$ cat config.mk
export PLATFORM = sky130hd
export DESIGN_NAME = serial_reg_slave
export DESIGN_NICKNAME = d
export VERILOG_FILES = /design/src/rtl/serial_reg_slave.sv
export SDC_FILE = /design/constraint.sdc
export NUM_CORES = 1
export LEC_CHECK = 0
export ABC_CLOCK_PERIOD_IN_PS = 5900
export BUFFER_PORTS_ARGS = -buffer_cell sky130_fd_sc_hd__buf_2
export CAP_MARGIN = 10
export CORE_ASPECT_RATIO = 0.9
export CORE_MARGIN = 2
export CORE_UTILIZATION = 48
export DETAILED_ROUTE_END_ITERATION = 12
export PLACE_DENSITY = 0.72
export SLEW_MARGIN = 20
export SYNTH_ARGS = -nofsm -noshare
export SYNTH_HDL_FRONTEND = slang
export SYNTH_SLANG_ARGS = --single-unit
$ cat constraint.sdc
create_clock -name clk -period 5.9 [get_ports clk]
set_clock_uncertainty 0.15 [all_clocks]
set_input_delay 1.18 -clock clk [delete_from_list [all_inputs] [get_ports clk]]
set_output_delay 1.18 -clock clk [all_outputs]
set_load 0.05 [all_outputs]
$ cat src/rtl/serial_reg_slave.sv
module serial_reg_slave (
  input  logic        clk,
  input  logic        rst_n,
  input  logic        ss_n,
  input  logic        sclk,
  input  logic        mosi,
  output logic        reply_d,
  output logic        reply_oe,
  input  logic [7:0]  irq_flags,
  input  logic [39:0] adc_result,
  output logic [7:0]  clk_ctl,
  output logic [7:0]  atten_a,
  output logic [7:0]  atten_b,
  output logic [7:0]  dac_ctl,
  output logic [7:0]  adc_ctl,
  output logic [29:0] dac_code,
  output logic [31:0] cmp_hi,
  output logic [31:0] cmp_lo
);
  localparam logic [7:0] A_CLR  = 8'h01;
  localparam logic [7:0] A_CLK  = 8'hD0;
  localparam logic [7:0] A_FLG  = 8'hD1;
  localparam logic [7:0] A_ATT  = 8'hD2;
  localparam logic [7:0] A_DCTL = 8'hD3;
  localparam logic [7:0] A_DAC0 = 8'hD4;
  localparam logic [7:0] A_ACTL = 8'hD7;
  localparam logic [7:0] A_LIM0 = 8'hD8;
  localparam logic [5:0] A_RES  = 6'b110111;
  localparam int NDAC = 3;
  localparam int NLIM = 4;

  logic [2:0] sck_s, cs_s;
  logic [1:0] mo_s;
  logic [2:0] bitc;
  logic [1:0] nbyt, need;
  logic [6:0] shin;
  logic [7:0] cmd, b1, b2, rsh;

  wire       rise   = sck_s[1] & ~sck_s[2];
  wire       in_frm = ~cs_s[1];
  wire       done   = cs_s[1] & ~cs_s[2];
  wire [7:0] inbyte = {shin, mo_s[1]};

  function automatic logic [1:0] need_of(input logic [7:0] a, input logic [7:0] dc);
    case (a)
      A_CLR:                      return 2'd0;
      A_CLK, A_DCTL, A_ACTL:      return 2'd1;
      A_ATT:                      return 2'd2;
      8'hD8, 8'hD9, 8'hDA, 8'hDB: return 2'd2;
      8'hD4:                      return dc[7] ? 2'd2 : 2'd1;
      8'hD5:                      return dc[6] ? 2'd2 : 2'd1;
      8'hD6:                      return dc[5] ? 2'd2 : 2'd1;
      default:                    return 2'd3;
    endcase
  endfunction

  function automatic logic [7:0] rd_byte(input logic [7:0] a, input logic second);
    if (a == A_FLG && !second) return irq_flags;
    if (a[7:2] == A_RES)
      return second ? {6'b0, adc_result[int'(a[1:0])*10+8 +: 2]}
                    : adc_result[int'(a[1:0])*10 +: 8];
    return 8'h00;
  endfunction

  assign reply_d = reply_oe & rsh[7];

  always_ff @(posedge clk or negedge rst_n)
    if (!rst_n) begin
      sck_s <= '0;
      cs_s  <= '1;
      mo_s  <= '0;
    end else begin
      sck_s <= {sck_s[1:0], sclk};
      cs_s  <= {cs_s[1:0], ss_n};
      mo_s  <= {mo_s[0], mosi};
    end

  always_ff @(posedge clk or negedge rst_n)
    if (!rst_n) begin
      bitc <= '0; nbyt <= '0; need <= 2'd3; shin <= '0;
      cmd <= '0; b1 <= '0; b2 <= '0; rsh <= '0; reply_oe <= 1'b0;
    end else if (!in_frm) begin
      bitc <= '0; nbyt <= done ? nbyt : 2'd0; rsh <= '0; reply_oe <= 1'b0;
    end else if (rise) begin
      shin <= inbyte[6:0];
      bitc <= bitc + 3'd1;
      rsh  <= {rsh[6:0], 1'b0};
      if (bitc == 3'd7) begin
        if (nbyt != 2'd3) nbyt <= nbyt + 2'd1;
        case (nbyt)
          2'd0: begin
            cmd  <= inbyte;
            need <= need_of(inbyte, dac_ctl);
            if (need_of(inbyte, dac_ctl) == 2'd3) begin
              reply_oe <= 1'b1;
              rsh      <= rd_byte(inbyte, 1'b0);
            end
          end
          2'd1: begin
            b1 <= inbyte;
            if (reply_oe && cmd[7:2] == A_RES) rsh <= rd_byte(cmd, 1'b1);
            else reply_oe <= 1'b0;
          end
          2'd2: begin
            b2 <= inbyte;
            reply_oe <= 1'b0;
          end
          default: ;
        endcase
      end
    end

  always_ff @(posedge clk or negedge rst_n)
    if (!rst_n) begin
      clk_ctl <= '0; atten_a <= '0; atten_b <= '0; dac_ctl <= '0; adc_ctl <= '0;
      dac_code <= '0; cmp_hi <= '0; cmp_lo <= '0;
    end else if (done && nbyt > need) begin
      if (cmd == A_CLR) begin
        clk_ctl <= '0; atten_a <= '0; atten_b <= '0; dac_ctl <= '0; adc_ctl <= '0;
        dac_code <= '0; cmp_hi <= '0; cmp_lo <= '0;
      end
      if (cmd == A_CLK)  clk_ctl <= b1;
      if (cmd == A_DCTL) dac_ctl <= b1;
      if (cmd == A_ACTL) adc_ctl <= b1;
      if (cmd == A_ATT) begin
        atten_a <= b1;
        atten_b <= b2;
      end
      for (int i = 0; i < NDAC; i++)
        if (cmd == A_DAC0 + 8'(i))
          dac_code[10*i +: 10] <= dac_ctl[7-i] ? {b2[1:0], b1} : {2'b00, b1};
      for (int i = 0; i < NLIM; i++)
        if (cmd == A_LIM0 + 8'(i)) begin
          cmp_hi[8*i +: 8] <= b1;
          cmp_lo[8*i +: 8] <= b2;
        end
    end
endmodule

==> summary.md, run 1 <==
| Metric | Value |
|---|---|
| Routed via count divided by cell count | `5.53` |
| Final antenna diode count | `0` |
| Outcome | `complete, no violations` |
| Final Setup Violations | `0` |
| Routed wire per std cell | `18.1 um` |
| Transition time of the tightest slew-check pin | `0.939 ns` |
| Drc violations | `0` |
| Share of flip-flops with an asynchronous set or reset after synthesis | `100%` |
| Multi-input gate area | `3210 um^2` |
| Relative max-transition margin | `37.1%` |
| Final sum of negative setup slack | `0 ns` |
| Cell Area, Placed | `9260 um^2` |
| Max-capacitance violation count | `0` |
| Area fraction in compound gates after synthesis | `13.1%` |
| Ys flop type | `dfrtp_1` |
| Yosys warns | `0` |
| Standby leakage power | `4.85 nW` |
| Iter 0 DRT Violations | `632` |
| Sequential Area | `4740 um^2` |
| Depth of the worst register-to-register path | `8` |
| Worst reg2reg path endpoint | `cmp_hi[31]` |
| Hold Path Class | `flip-flop to flip-flop` |
| Crit path largest cell delay | `0.71 ns` |
| CTS tree | `yes` |
| F_max | `358 MHz` |
| Setup repair bufs after CTS | `0` |
| Cell at the root of the clock tree | `clkbuf_16` |
| Post_cts resized | `0` |
| Synth Area in Adders | `1.23%` |
| Clock latency on the worst-skew pair | `0.44 ns` |
| Core outline area | `16800 um^2` |
| Number of buffers inserted by hold repair at cts | `0` |
| Nets in the synthesized netlist | `822` |
| Row cnt | `45` |
| Sequential fraction of design power | `53.5%` |
| Worst Setup End Kind | `flip-flop` |
| Global placement routability congestion | `0.857` |
| Fin crit period | `2.80 ns` |
| Switching pwr | `0.583 mW` |
| Setup repair after global routing missed its margin | `false` |
| Startpoint kind of the worst setup timing path | `flip-flop` |
| IO Count | `189` |
| Number of clock buffers inserted by TritonCTS | `17` |
| Minimum setup slack in the final design | `3.10 ns` |
| Floorplan die area | `18100 um^2` |
| Cell type group with the largest total delay on the critical path | `buffers and inverters` |
| Synthesis-to-finish area growth | `20.3%` |
| Clock network fraction of design power | `42.1%` |
| Gate Count Post-Synth | `761` |
| Vert. Die Dim | `128 um` |
| Wire length of the first global-routing pass | `32800 um` |
| Seq cells post-synth | `189` |
| Port Buf Inserts | `188` |
| Area of all placed cells without fillers | `9810 um^2` |
| Post-DP HPWL | `14200 um` |
| Routed wire length | `20800 um` |
| Number of distinct library cells after synthesis | `58` |
| Crit path arrival time | `2.99 ns` |
| Ratio of cells with drive above 1 in the final layout | `31.2%` |
| Switching part of the total | `22.6%` |
| Most common library cell in the layout ignoring fill and taps | `nand2_1` |
| Pint | `2.00 mW` |
| VDD IR-drop max | `0.219 mV` |
| Buf+Inv Stages, Crit Path | `2` |
| Largest family of logic cells by synthesized area | `simple AND/OR/NAND/NOR gates` |
| Critical path fanouts, max | `95` |
| Count of fill cells added during filler insertion | `1407` |
| CP required | `6.10 ns` |
| Chip Width | `141 um` |
| Remaining global-route overflow | `0` |
| Period utilization | `47.4%` |
| Portion of netlist area occupied by mux cells | `8.13%` |
| Critical path, cell by cell | `inv_1 -> ha_1 -> nor2b_1 -> o2111ai_2 -> or2_2 -> buf_4 -> nand2_1 -> o21ai_0` |
| Post-layout power | `2.58 mW` |
| Post-synth design cell area | `8160 um^2` |
| Count of clock tree sinks | `189` |
| Vias in the first global route | `5913` |
| Commonest cells after routing, fill and taps aside | `nand2_1 (212), buf_2 (187), dfrtp_1 (184)` |
| Post-synthesis area per instance | `10.7 um^2` |
| Clock buffer depth | `2` |
| Power per unit of standard cell area | `263 nW/um^2` |
| Initial antenna violation count | `0` |
| Worst Hold Endpoint | `sck_s[1]` |
| Vias after detailed routing | `6354` |
| Xor and xnor fraction of the mapped netlist area | `0.107%` |
| NumNets Final | `988` |
| Simple-gate area share of the yosys netlist | `16.4%` |
| Number of detailed-route iterations in the first pass | `5` |
| Largest net degree at the start of global routing | `100` |
| Post-synth EDFFs | `0` |
| Number of levels in the clock H-tree | `4` |
| Number of endpoints with negative hold slack in the final report | `0` |
| Startpoint of the worst-slack reg-to-reg timing path | `need[1]` |
| Setup slack, reg-to-reg | `3.10 ns` |
| Worst setup path category | `flip-flop to flip-flop` |
| Number of cells on the worst hold path | `0` |
| Final max-slew violation count | `0` |
| Combinational cell fraction of total power | `4.4%` |
| Critical path's slowest cell | `buf_4` |
| Total track usage | `23.6%` |
| Post-place setup slack | `3.13 ns` |
| Worst hold slack across all endpoints | `0.198 ns` |
| Reg clk slew, reported paths | `0.06 ns` |
| Initial standard-cell utilization of the core | `48.6%` |
| Number of routed nets with antenna violations | `0` |
| Part of the Yosys area used for sequential elements | `58.1%` |
| Worst min-delay path startpoint | `sck_s[0]` |
worst max-delay path by stage:
stage | end | slack, ns | startpoint | depth (start not counted)
2_1_floorplan | reply_d | 3.40 | reply_oe | 1
3_3_place_gp | cmp_lo[3] | 3.15 | need[1] | 8
3_5_place_dp | cmp_hi[8] | 3.13 | need[1] | 8
4_1_cts | cmp_hi[3] | 3.12 | need[1] | 8
5_1_grt | cmp_hi[12] | 2.88 | need[1] | 8
6_report | cmp_hi[31] | 3.10 | need[1] | 8
worst register-to-register path, cell delays in order, from the launching register on:
cell       delay [ns]
dfstp_2          0.52
inv_1            0.04
ha_1             0.27
nor2b_1          0.17
o2111ai_2        0.31
or2_2            0.17
buf_4            0.71
nand2_1          0.16
o21ai_0          0.20
layer usage:
metal,GRT usage [%],routed length (um),part of all wire (%),vias up
met2,36.9,10000,48,229
met3,5.34,1420,6.8,21
li1,-,-,-,2985
met1,33.6,9130,44,3119
met5,0,0,0,-
met4,6.47,240,1.2,0
per-stage QoR:
stage | instances | utilization (%)
3_3_place_gp | 1119 | 55.2
2_1_floorplan | 761 | -
4_1_cts | 1150 | 58.5
3_5_place_dp | 1119 | 55.2
5_1_grt | 1150 | 58.5
6_report | 1150 | 58.5
power by group through the flow:
| stage | clock network (mW) | logic, mW | registers (mW) |
|---|---|---|---|
| 3_3_place_gp | 0 | 0.113 | 1.40 |
| 6_report | 1.09 | 0.113 | 1.38 |
| 4_1_cts | 1.10 | 0.114 | 1.38 |
| 5_1_grt | 1.16 | 0.127 | 1.39 |
| 3_5_place_dp | 0 | 0.113 | 1.41 |
| 2_1_floorplan | 0 | 0.0882 | 1.36 |
cells in the mapped netlist, types with 3 or more instances:
master | count | share of area, %
a21oi_1 | 3 | 0.18
a221o_1 | 6 | 0.74
a22o_1 | 33 | 3.5
a22oi_1 | 8 | 0.74
a31oi_1 | 3 | 0.23
buf_2 | 18 | 1.1
clkbuf_1 | 29 | 1.3
dfrtp_1 | 184 | 56
dfstp_2 | 5 | 1.6
ha_1 | 8 | 1.2
inv_1 | 5 | 0.23
mux2_2 | 32 | 4.4
mux2i_1 | 4 | 0.49
mux4_2 | 8 | 2.2
nand2_1 | 212 | 9.8
nand2b_1 | 3 | 0.23
nand3_1 | 7 | 0.43
nand3b_1 | 3 | 0.28
nand4_1 | 3 | 0.23
nor2_1 | 26 | 1.2
nor2_2 | 3 | 0.23
nor2b_1 | 4 | 0.31
nor3_1 | 6 | 0.37
nor4_2 | 4 | 0.61
o21ai_0 | 90 | 5.5
o21ai_1 | 12 | 0.74
flip-flops by register name, summed over array words and instances (netlist names), 7 cells and up:
signal	count
adc_ctl	8
atten_a	8
atten_b	8
b1	8
b2	8
clk_ctl	8
cmd	8
cmp_hi	32
cmp_lo	32
dac_code	30
dac_ctl	8
rsh	8
shin	7
kinds of logic after synthesis:
logic type | count (synthesis)
xor gates and xnor gates | 1
and+or+nand+nor | 293
muxes | 48
adders and majority gates | 8
buffers and inverters | 56
AOI/OAI and AO/OA | 166
DFF | 189
final cells by class:
| type | instances | share of cell area [%] |
|---|---|---|
| Sequential cell | 189 | 48.3 |
| Inverter | 5 | 0.191 |
| Multi-Input combinational cell | 516 | 32.8 |
| Clock buffer | 25 | 5.05 |
| Clock inverter | 6 | 0.612 |
| Tap cell | 211 | 2.69 |
| Timing Repair Buffer | 198 | 10.4 |
(Power assumes the default switching activity.)
==> run 2, diff against run 1 <==
--- a/config.mk
+++ b/config.mk
@@ -5,14 +5,14 @@
 export SDC_FILE = /design/constraint.sdc
 export NUM_CORES = 1
 export LEC_CHECK = 0
-export ABC_CLOCK_PERIOD_IN_PS = 5900
+export ABC_CLOCK_PERIOD_IN_PS = 2300
 export BUFFER_PORTS_ARGS = -buffer_cell sky130_fd_sc_hd__buf_2
 export CAP_MARGIN = 10
 export CORE_ASPECT_RATIO = 0.9
 export CORE_MARGIN = 2
 export CORE_UTILIZATION = 48
 export DETAILED_ROUTE_END_ITERATION = 12
-export PLACE_DENSITY = 0.72
+export PLACE_DENSITY = 0.75
 export SLEW_MARGIN = 20
 export SYNTH_ARGS = -nofsm -noshare
 export SYNTH_HDL_FRONTEND = slang
==> constraint.sdc (replaced) <==
create_clock -name clk -period 2.3 [get_ports clk]
set_clock_uncertainty 0.15 [all_clocks]
set_input_delay 0.46 -clock clk [delete_from_list [all_inputs] [get_ports clk]]
set_output_delay 0.46 -clock clk [all_outputs]
set_load 0.05 [all_outputs]
==> run 2 against run 1 <==
Effect of this change:
- the flow now finishes with violations (negative setup slack)
- count of clock-buffer cells in the layout shrank 8
- sequential power grew to 2.5 times the previous value
- largest cell class unchanged
- critical endpoint is now atten_a[0]
- via count grew 8.7%
- critical path type unchanged
==> summary.md, run 2 (same netlist as run 1, synthesis figures left out) <==
| Metric | Value |
|---|---|
| Hold Path Class | `flip-flop to flip-flop` |
| Area of all placed cells without fillers | `10900 um^2 (+11%)` |
| Standby leakage power | `5.46 nW (+12%)` |
| VDD IR-drop max | `0.521 mV (+140%)` |
| Number of cells on the worst hold path | `0 (unchanged)` |
| Violated checks | `negative setup slack` |
| Minimum setup slack in the final design | `-0.123 ns (-3.23 ns)` |
| Final core utilization | `64.7% (+6.2 points)` |
| Count of clock tree sinks | `189 (unchanged)` |
| Commonest cells after routing, fill and taps aside | `nand2_1 (187), buf_2 (187), dfrtp_1 (184)` |
| Routed wire per std cell | `19.5 um (+7.8%)` |
| Depth of the worst register-to-register path | `10 (+2)` |
| Remaining global-route overflow | `0 (unchanged)` |
| Count of fill cells added during filler insertion | `1276 (-9.3%)` |
| Final antenna diode count | `0 (unchanged)` |
| Max-capacitance violation count | `0 (unchanged)` |
| Chip Width | `141 um (unchanged)` |
| Post-DP HPWL | `14500 um (+2.4%)` |
| Cell Area, Placed | `9680 um^2 (+4.5%)` |
| Crit path arrival time | `2.61 ns (-0.38 ns)` |
| Largest net degree at the start of global routing | `60 (-40%)` |
| Reg clk slew, reported paths | `0.07 ns (about the same)` |
| Iter 0 DRT Violations | `505 (-20%)` |
| Vert. Die Dim | `128 um (unchanged)` |
| Vias in the first global route | `6358 (+7.5%)` |
| Number of routed nets with antenna violations | `0 (unchanged)` |
| Final Instance Count excl. Fillers | `1212 (+5.4%)` |
| Period utilization | `105% (+58 points)` |
| Global placement routability congestion | `0.856 (about the same)` |
| Vias after detailed routing | `6909 (+8.7%)` |
| IO Count | `189 (unchanged)` |
| Setup repair after global routing missed its margin | `true` |
| Floorplan die area | `18100 um^2 (unchanged)` |
| Number of levels in the clock H-tree | `4 (unchanged)` |
| F_max | `413 MHz (+15%)` |
| Relative max-transition margin | `53.5% (+16 points)` |
| Initial antenna violation count | `0 (unchanged)` |
| Final max-slew violation count | `0 (unchanged)` |
| Core outline area | `16800 um^2 (unchanged)` |
| Worst reg2reg path endpoint | `atten_a[0]` |
| CTS tree | `yes` |
| Worst min-delay path startpoint | `mo_s[0]` |
| Worst hold slack across all endpoints | `0.200 ns (+0.00202 ns)` |
| Worst setup path category | `flip-flop to flip-flop` |
| Critical path fanouts, max | `16 (-83%)` |
| Wire length of the first global-routing pass | `34600 um (+5.3%)` |
| Outcome | `finished, violations left` |
| Final sum of negative setup slack | `-1.10 ns (-1.10 ns)` |
| Number of endpoints with negative hold slack in the final report | `0 (unchanged)` |
| Row cnt | `45 (unchanged)` |
| Drc violations | `0 (unchanged)` |
| Ratio of cells with drive above 1 in the final layout | `39.8% (+8.6 points)` |
| Power per unit of standard cell area | `637 nW/um^2 (+140%)` |
| Number of detailed-route iterations in the first pass | `6 (+1)` |
| Final Setup Violations | `38 (+38)` |
| CP required | `2.48 ns (-3.62 ns)` |
| Worst Setup End Kind | `flip-flop` |
| Worst Hold Endpoint | `mo_s[1]` |
| NumNets Final | `1049 (+6.2%)` |
| Routed via count divided by cell count | `5.70 (+3.2%)` |
| Startpoint of the worst-slack reg-to-reg timing path | `need[1]` |
| Routed wire length | `23700 um (+14%)` |
| Fin crit period | `2.42 ns (-0.372 ns)` |
| Regs by FF count | `cmp_hi (32), cmp_lo (32), dac_code (30)` |
| Transition time of the tightest slew-check pin | `0.697 ns (-0.242 ns)` |
| Initial standard-cell utilization of the core | `48.6% (unchanged)` |
| Number of clock buffers inserted by TritonCTS | `17 (unchanged)` |
| Total track usage | `24.7% (+1.1 points)` |
| Cell at the root of the clock tree | `clkbuf_16` |
| Number of placed instances with taps included | `1154 (+3.1%)` |
| Clock latency on the worst-skew pair | `0.44 ns (about the same)` |
| Startpoint kind of the worst setup timing path | `flip-flop` |
| Port Buf Inserts | `188 (unchanged)` |
| Synthesis-to-finish area growth | `33.1%` |
| Clock buffer depth | `2 (unchanged)` |
| Setup slack, reg-to-reg | `-0.12 ns (-3.23 ns)` |
run 2: worst max-delay path by stage:
stage	from	endpoint	cells past startpoint
detailed placement	need[1]	cmp_hi[12]	9
global placement	need[1]	dac_code[6]	8
global route	need[1]	atten_a[0]	10
floorplan	need[1]	dac_code[8]	7
finish	need[1]	atten_a[0]	10
CTS	need[1]	adc_ctl[3]	7
run 2: cell type report:
cell class / count / area, um^2 / share of cell area (%)
multi-input cells: 516 / 3410 / 31.4
inverters: 5 / 18.8 / 0.173
repair buffers: 259 / 1820 / 16.8
clock inverters: 15 / 178 / 1.64
well taps: 211 / 264 / 2.43
flip-flops and latches: 189 / 4740 / 43.6
clock buffers: 17 / 425 / 3.92
run 2: metrics by stage:
| stage | setup WS (ns) | power (mW) |
|---|---|---|
| after global routing | -0.200 | 7.14 |
| after detailed placement | -0.0321 | 3.95 |
| final | -0.123 | 6.92 |
| after global placement | 0.0434 | 3.95 |
| after floorplan | -0.0578 | 3.72 |
| after CTS | -0.00410 | 6.93 |
run 2: power breakdown:
part	switching [mW]	leakage [nW]	internal, mW
logic	0.244	2.57	0.198
registers	0.0742	2.60	3.38
clock network	1.38	0.286	1.64
run 2: timing repair:
action | CTS | global route
gates resized for setup | 12 | 98
endpoints found under the setup margin | 25 | 135
hold buffers | 4 | 0
setup buffers | 6 | 4
hold endpoints to repair | 57 | 0
pin swaps | 3 | 10
cloned | 4 | 8
run 2: metal layers:
metal | up-vias | track usage, % | part of all wire, %
li1 | 3109 | - | -
met5 | - | 0 | 0
met4 | 0 | 8.65 | 2.4
met2 | 304 | 38.8 | 48
met1 | 3444 | 34.5 | 43
met3 | 52 | 4.97 | 7.2
run 2: worst max-delay path: stages (launching register included):
cell and delay, ns:
dfstp_2 0.54, inv_2 0.04, ha_4 0.26, nor2b_4 0.17
o2111ai_2 0.19, buf_4 0.22, nor3_4 0.20, buf_4 0.16
buf_12 0.14, nand2_1 0.09, o21ai_0 0.17
==> run 3, diff against run 2 <==
--- a/config.mk
+++ b/config.mk
@@ -13,6 +13,7 @@
 export CORE_UTILIZATION = 48
 export DETAILED_ROUTE_END_ITERATION = 12
 export PLACE_DENSITY = 0.75
+export REMOVE_ABC_BUFFERS = 1
 export SLEW_MARGIN = 20
 export SYNTH_ARGS = -nofsm -noshare
 export SYNTH_HDL_FRONTEND = slang
==> run 3 against run 2 <==
Effect of this change:
- power increased by 0.37%
- non-clock buffer count decreased by 12
- final area decreased by 2.1%
- wire length decreased by 7.2%
- first-iteration DRC count decreased by 16%
- the flow still finishes with violations (negative setup slack)
- clock power increased by 1%
- maximum frequency increased by 4.8%
- global-route usage decreased by 0.75 points
- critical endpoint is now atten_a[3]
- sequential share of layout area increased by 0.95 points
- die area unchanged
- flip-flop and latch count unchanged
- count of clock-buffer cells in the layout increased by 2
==> summary.md, run 3 (same netlist as run 1, synthesis figures left out) <==
| Metric | Value |
|---|---|
| Number of detailed-route iterations in the first pass | `5 (-1)` |
| Final sum of negative setup slack | `-0.0291 ns (+1.08 ns)` |
| Wire length of the first global-routing pass | `33600 um (-2.9%)` |
| Regs by FF count | `cmp_hi (32), cmp_lo (32), dac_code (30)` |
| Synthesis-to-finish area growth | `30.2%` |
| Row cnt | `45 (unchanged)` |
| Vert. Die Dim | `128 um (unchanged)` |
| Cell at the root of the clock tree | `clkbuf_16` |
| Routed via count divided by cell count | `5.48 (-3.9%)` |
| Setup repair after global routing missed its margin | `true` |
| Most common library cell in the layout ignoring fill and taps | `nand2_1` |
| Worst Hold Endpoint | `sck_s[1]` |
| Reg clk slew, reported paths | `0.07 ns (about the same)` |
| Number of endpoints with negative hold slack in the final report | `0 (unchanged)` |
| Worst Setup End Kind | `flip-flop` |
| NumNets Final | `1037 (-1.1%)` |
| Hold Path Class | `flip-flop to flip-flop` |
| Clock latency on the worst-skew pair | `0.43 ns (about the same)` |
| Post-DP HPWL | `14400 um (-1.0%)` |
| Iter 0 DRT Violations | `425 (-16%)` |
| CTS tree | `yes` |
| Number of levels in the clock H-tree | `4 (unchanged)` |
| Initial antenna violation count | `0 (unchanged)` |
| Number of routed nets with antenna violations | `0 (unchanged)` |
| Period utilization | `101% (-4.8 points)` |
| Number of clock buffers inserted by TritonCTS | `17 (unchanged)` |
| Depth of the worst register-to-register path | `10 (unchanged)` |
| Port Buf Inserts | `188 (unchanged)` |
| Drc violations | `0 (unchanged)` |
| Outcome | `finished, violations left` |
| Initial standard-cell utilization of the core | `48.6% (unchanged)` |
| Standby leakage power | `5.31 nW (-2.7%)` |
| Largest net degree at the start of global routing | `53 (-12%)` |
| F_max | `433 MHz (+4.8%)` |
| Relative max-transition margin | `55.8% (+2.2 points)` |
| Ratio of cells with drive above 1 in the final layout | `38.3% (-1.4 points)` |
| Total track usage | `23.9% (-0.75 points)` |
| Worst setup path category | `flip-flop to flip-flop` |
| Switching part of the total | `23.1% (-1.5 points)` |
| Worst min-delay path startpoint | `sck_s[0]` |
| Number of cells on the worst hold path | `0 (unchanged)` |
| Clock network fraction of design power | `44.1% (+0.5 points)` |
| Routed wire per std cell | `18.3 um (-6.2%)` |
| Power per unit of standard cell area | `654 nW/um^2 (+2.6%)` |
| Remaining global-route overflow | `0 (unchanged)` |
| CP required | `2.51 ns (+0.03 ns)` |
| Floorplan die area | `18100 um^2 (unchanged)` |
| Sequential fraction of design power | `50.1% (about the same)` |
| Combinational cell fraction of total power | `5.8% (-0.6 points)` |
| Routed wire length | `22000 um (-7.2%)` |
| Startpoint of the worst-slack reg-to-reg timing path | `need[1]` |
| Critical path fanouts, max | `8 (-8)` |
| Switching pwr | `1.60 mW (-5.9%)` |
| Vias after detailed routing | `6577 (-4.8%)` |
| Clock buffer depth | `2 (unchanged)` |
| Final max-slew violation count | `0 (unchanged)` |
| Minimum setup slack in the final design | `-0.0118 ns (+0.111 ns)` |
| Post-layout power | `6.94 mW (+0.37%)` |
| Crit path arrival time | `2.52 ns (-0.09 ns)` |
| Fin crit period | `2.31 ns (-0.111 ns)` |
| Setup slack, reg-to-reg | `-0.01 ns (+0.11 ns)` |
| Commonest cells after routing, fill and taps aside | `nand2_1 (193), buf_2 (188), dfrtp_1 (184)` |
| Global placement routability congestion | `0.866 (+1.1%)` |
| Startpoint kind of the worst setup timing path | `flip-flop` |
| IO Count | `189 (unchanged)` |
| Count of clock tree sinks | `189 (unchanged)` |
| Transition time of the tightest slew-check pin | `0.663 ns (-0.0335 ns)` |
| Pint | `5.34 mW (+2.4%)` |
| Final antenna diode count | `0 (unchanged)` |
| Number of placed instances with taps included | `1155 (+0.087%)` |
| Worst setup path startpoint | `need[1]` |
| VDD IR-drop max | `0.534 mV (+2.6%)` |
| Max-capacitance violation count | `0 (unchanged)` |
| Vias in the first global route | `6157 (-3.2%)` |
| Final Setup Violations | `5 (-87%)` |
| Violated checks | `negative setup slack` |
| Core outline area | `16800 um^2 (unchanged)` |
| Final Instance Count excl. Fillers | `1200 (-0.99%)` |
| Chip Width | `141 um (unchanged)` |
| Worst reg2reg path endpoint | `atten_a[3]` |
-- run 3: final cells by class --
class	count	area (um^2)
clock buffers	19	453
clock inverters	13	163
repair buffers	247	1610
multi-input cells	516	3380
flip-flops and latches	189	4740
well taps	211	264
fillers	1326	6160
inverters	5	18.8
-- run 3: timing repair --
item / CTS / global route
pin swaps: 1 / 11
endpoints found under the setup margin: 128 / 136
setup buffers: 0 / 2
gates resized for setup: 4 / 90
cloned: 1 / 6
hold buffers: 4 / 0
endpoints found under the hold margin: 42 / 0
-- run 3: worst max path at each step --
stage                 endpoint
finish              atten_a[3]
global route        cmp_hi[16]
CTS                 atten_a[1]
detailed placement  cmp_hi[21]
global placement    cmp_lo[18]
floorplan           atten_a[0]
-- run 3: critical path: stages (launching register included) --
cell	delay [ns]
dfstp_2	0.54
inv_2	0.04
ha_4	0.25
nor2b_4	0.19
o2111ai_4	0.16
buf_6	0.18
nor3_4	0.23
buf_6	0.17
clkbuf_16	0.18
nand2_2	0.06
o21ai_1	0.09
-- run 3: per-layer routing --
metal | part of all wire, % | vias up | GRT usage [%]
met5 | 0 | - | 0
met4 | 1.2 | 0 | 6.06
met3 | 6.3 | 18 | 5.45
met2 | 47 | 266 | 37.2
met1 | 45 | 3218 | 34.4
li1 | - | 3075 | -
-- run 3: power groups by stage --
stage	Combinational [mW]	Clock, mW	Sequential (mW)
4_1_cts	0.409	3.10	3.48
3_5_place_dp	0.402	0	3.54
5_1_grt	0.452	3.26	3.49
2_1_floorplan	0.155	0	3.54
3_3_place_gp	0.390	0	3.54
6_report	0.405	3.06	3.48
-- run 3: through the flow --
| stage | utilization [%] | cell area [um^2] | hold slack (ns) | setup slack (ns) |
|---|---|---|---|---|
| 6_report | 63.3 | 10600 | 0.204 | -0.0118 |
| 2_1_floorplan | - | 7930 | 0.0144 | -1.04 |
| 3_3_place_gp | 57.6 | 9660 | 0.182 | -0.00853 |
| 5_1_grt | 63.3 | 10600 | 0.214 | -0.0972 |
| 3_5_place_dp | 57.6 | 9660 | 0.191 | -0.0767 |
| 4_1_cts | 61.6 | 10300 | 0.205 | 0.0221 |
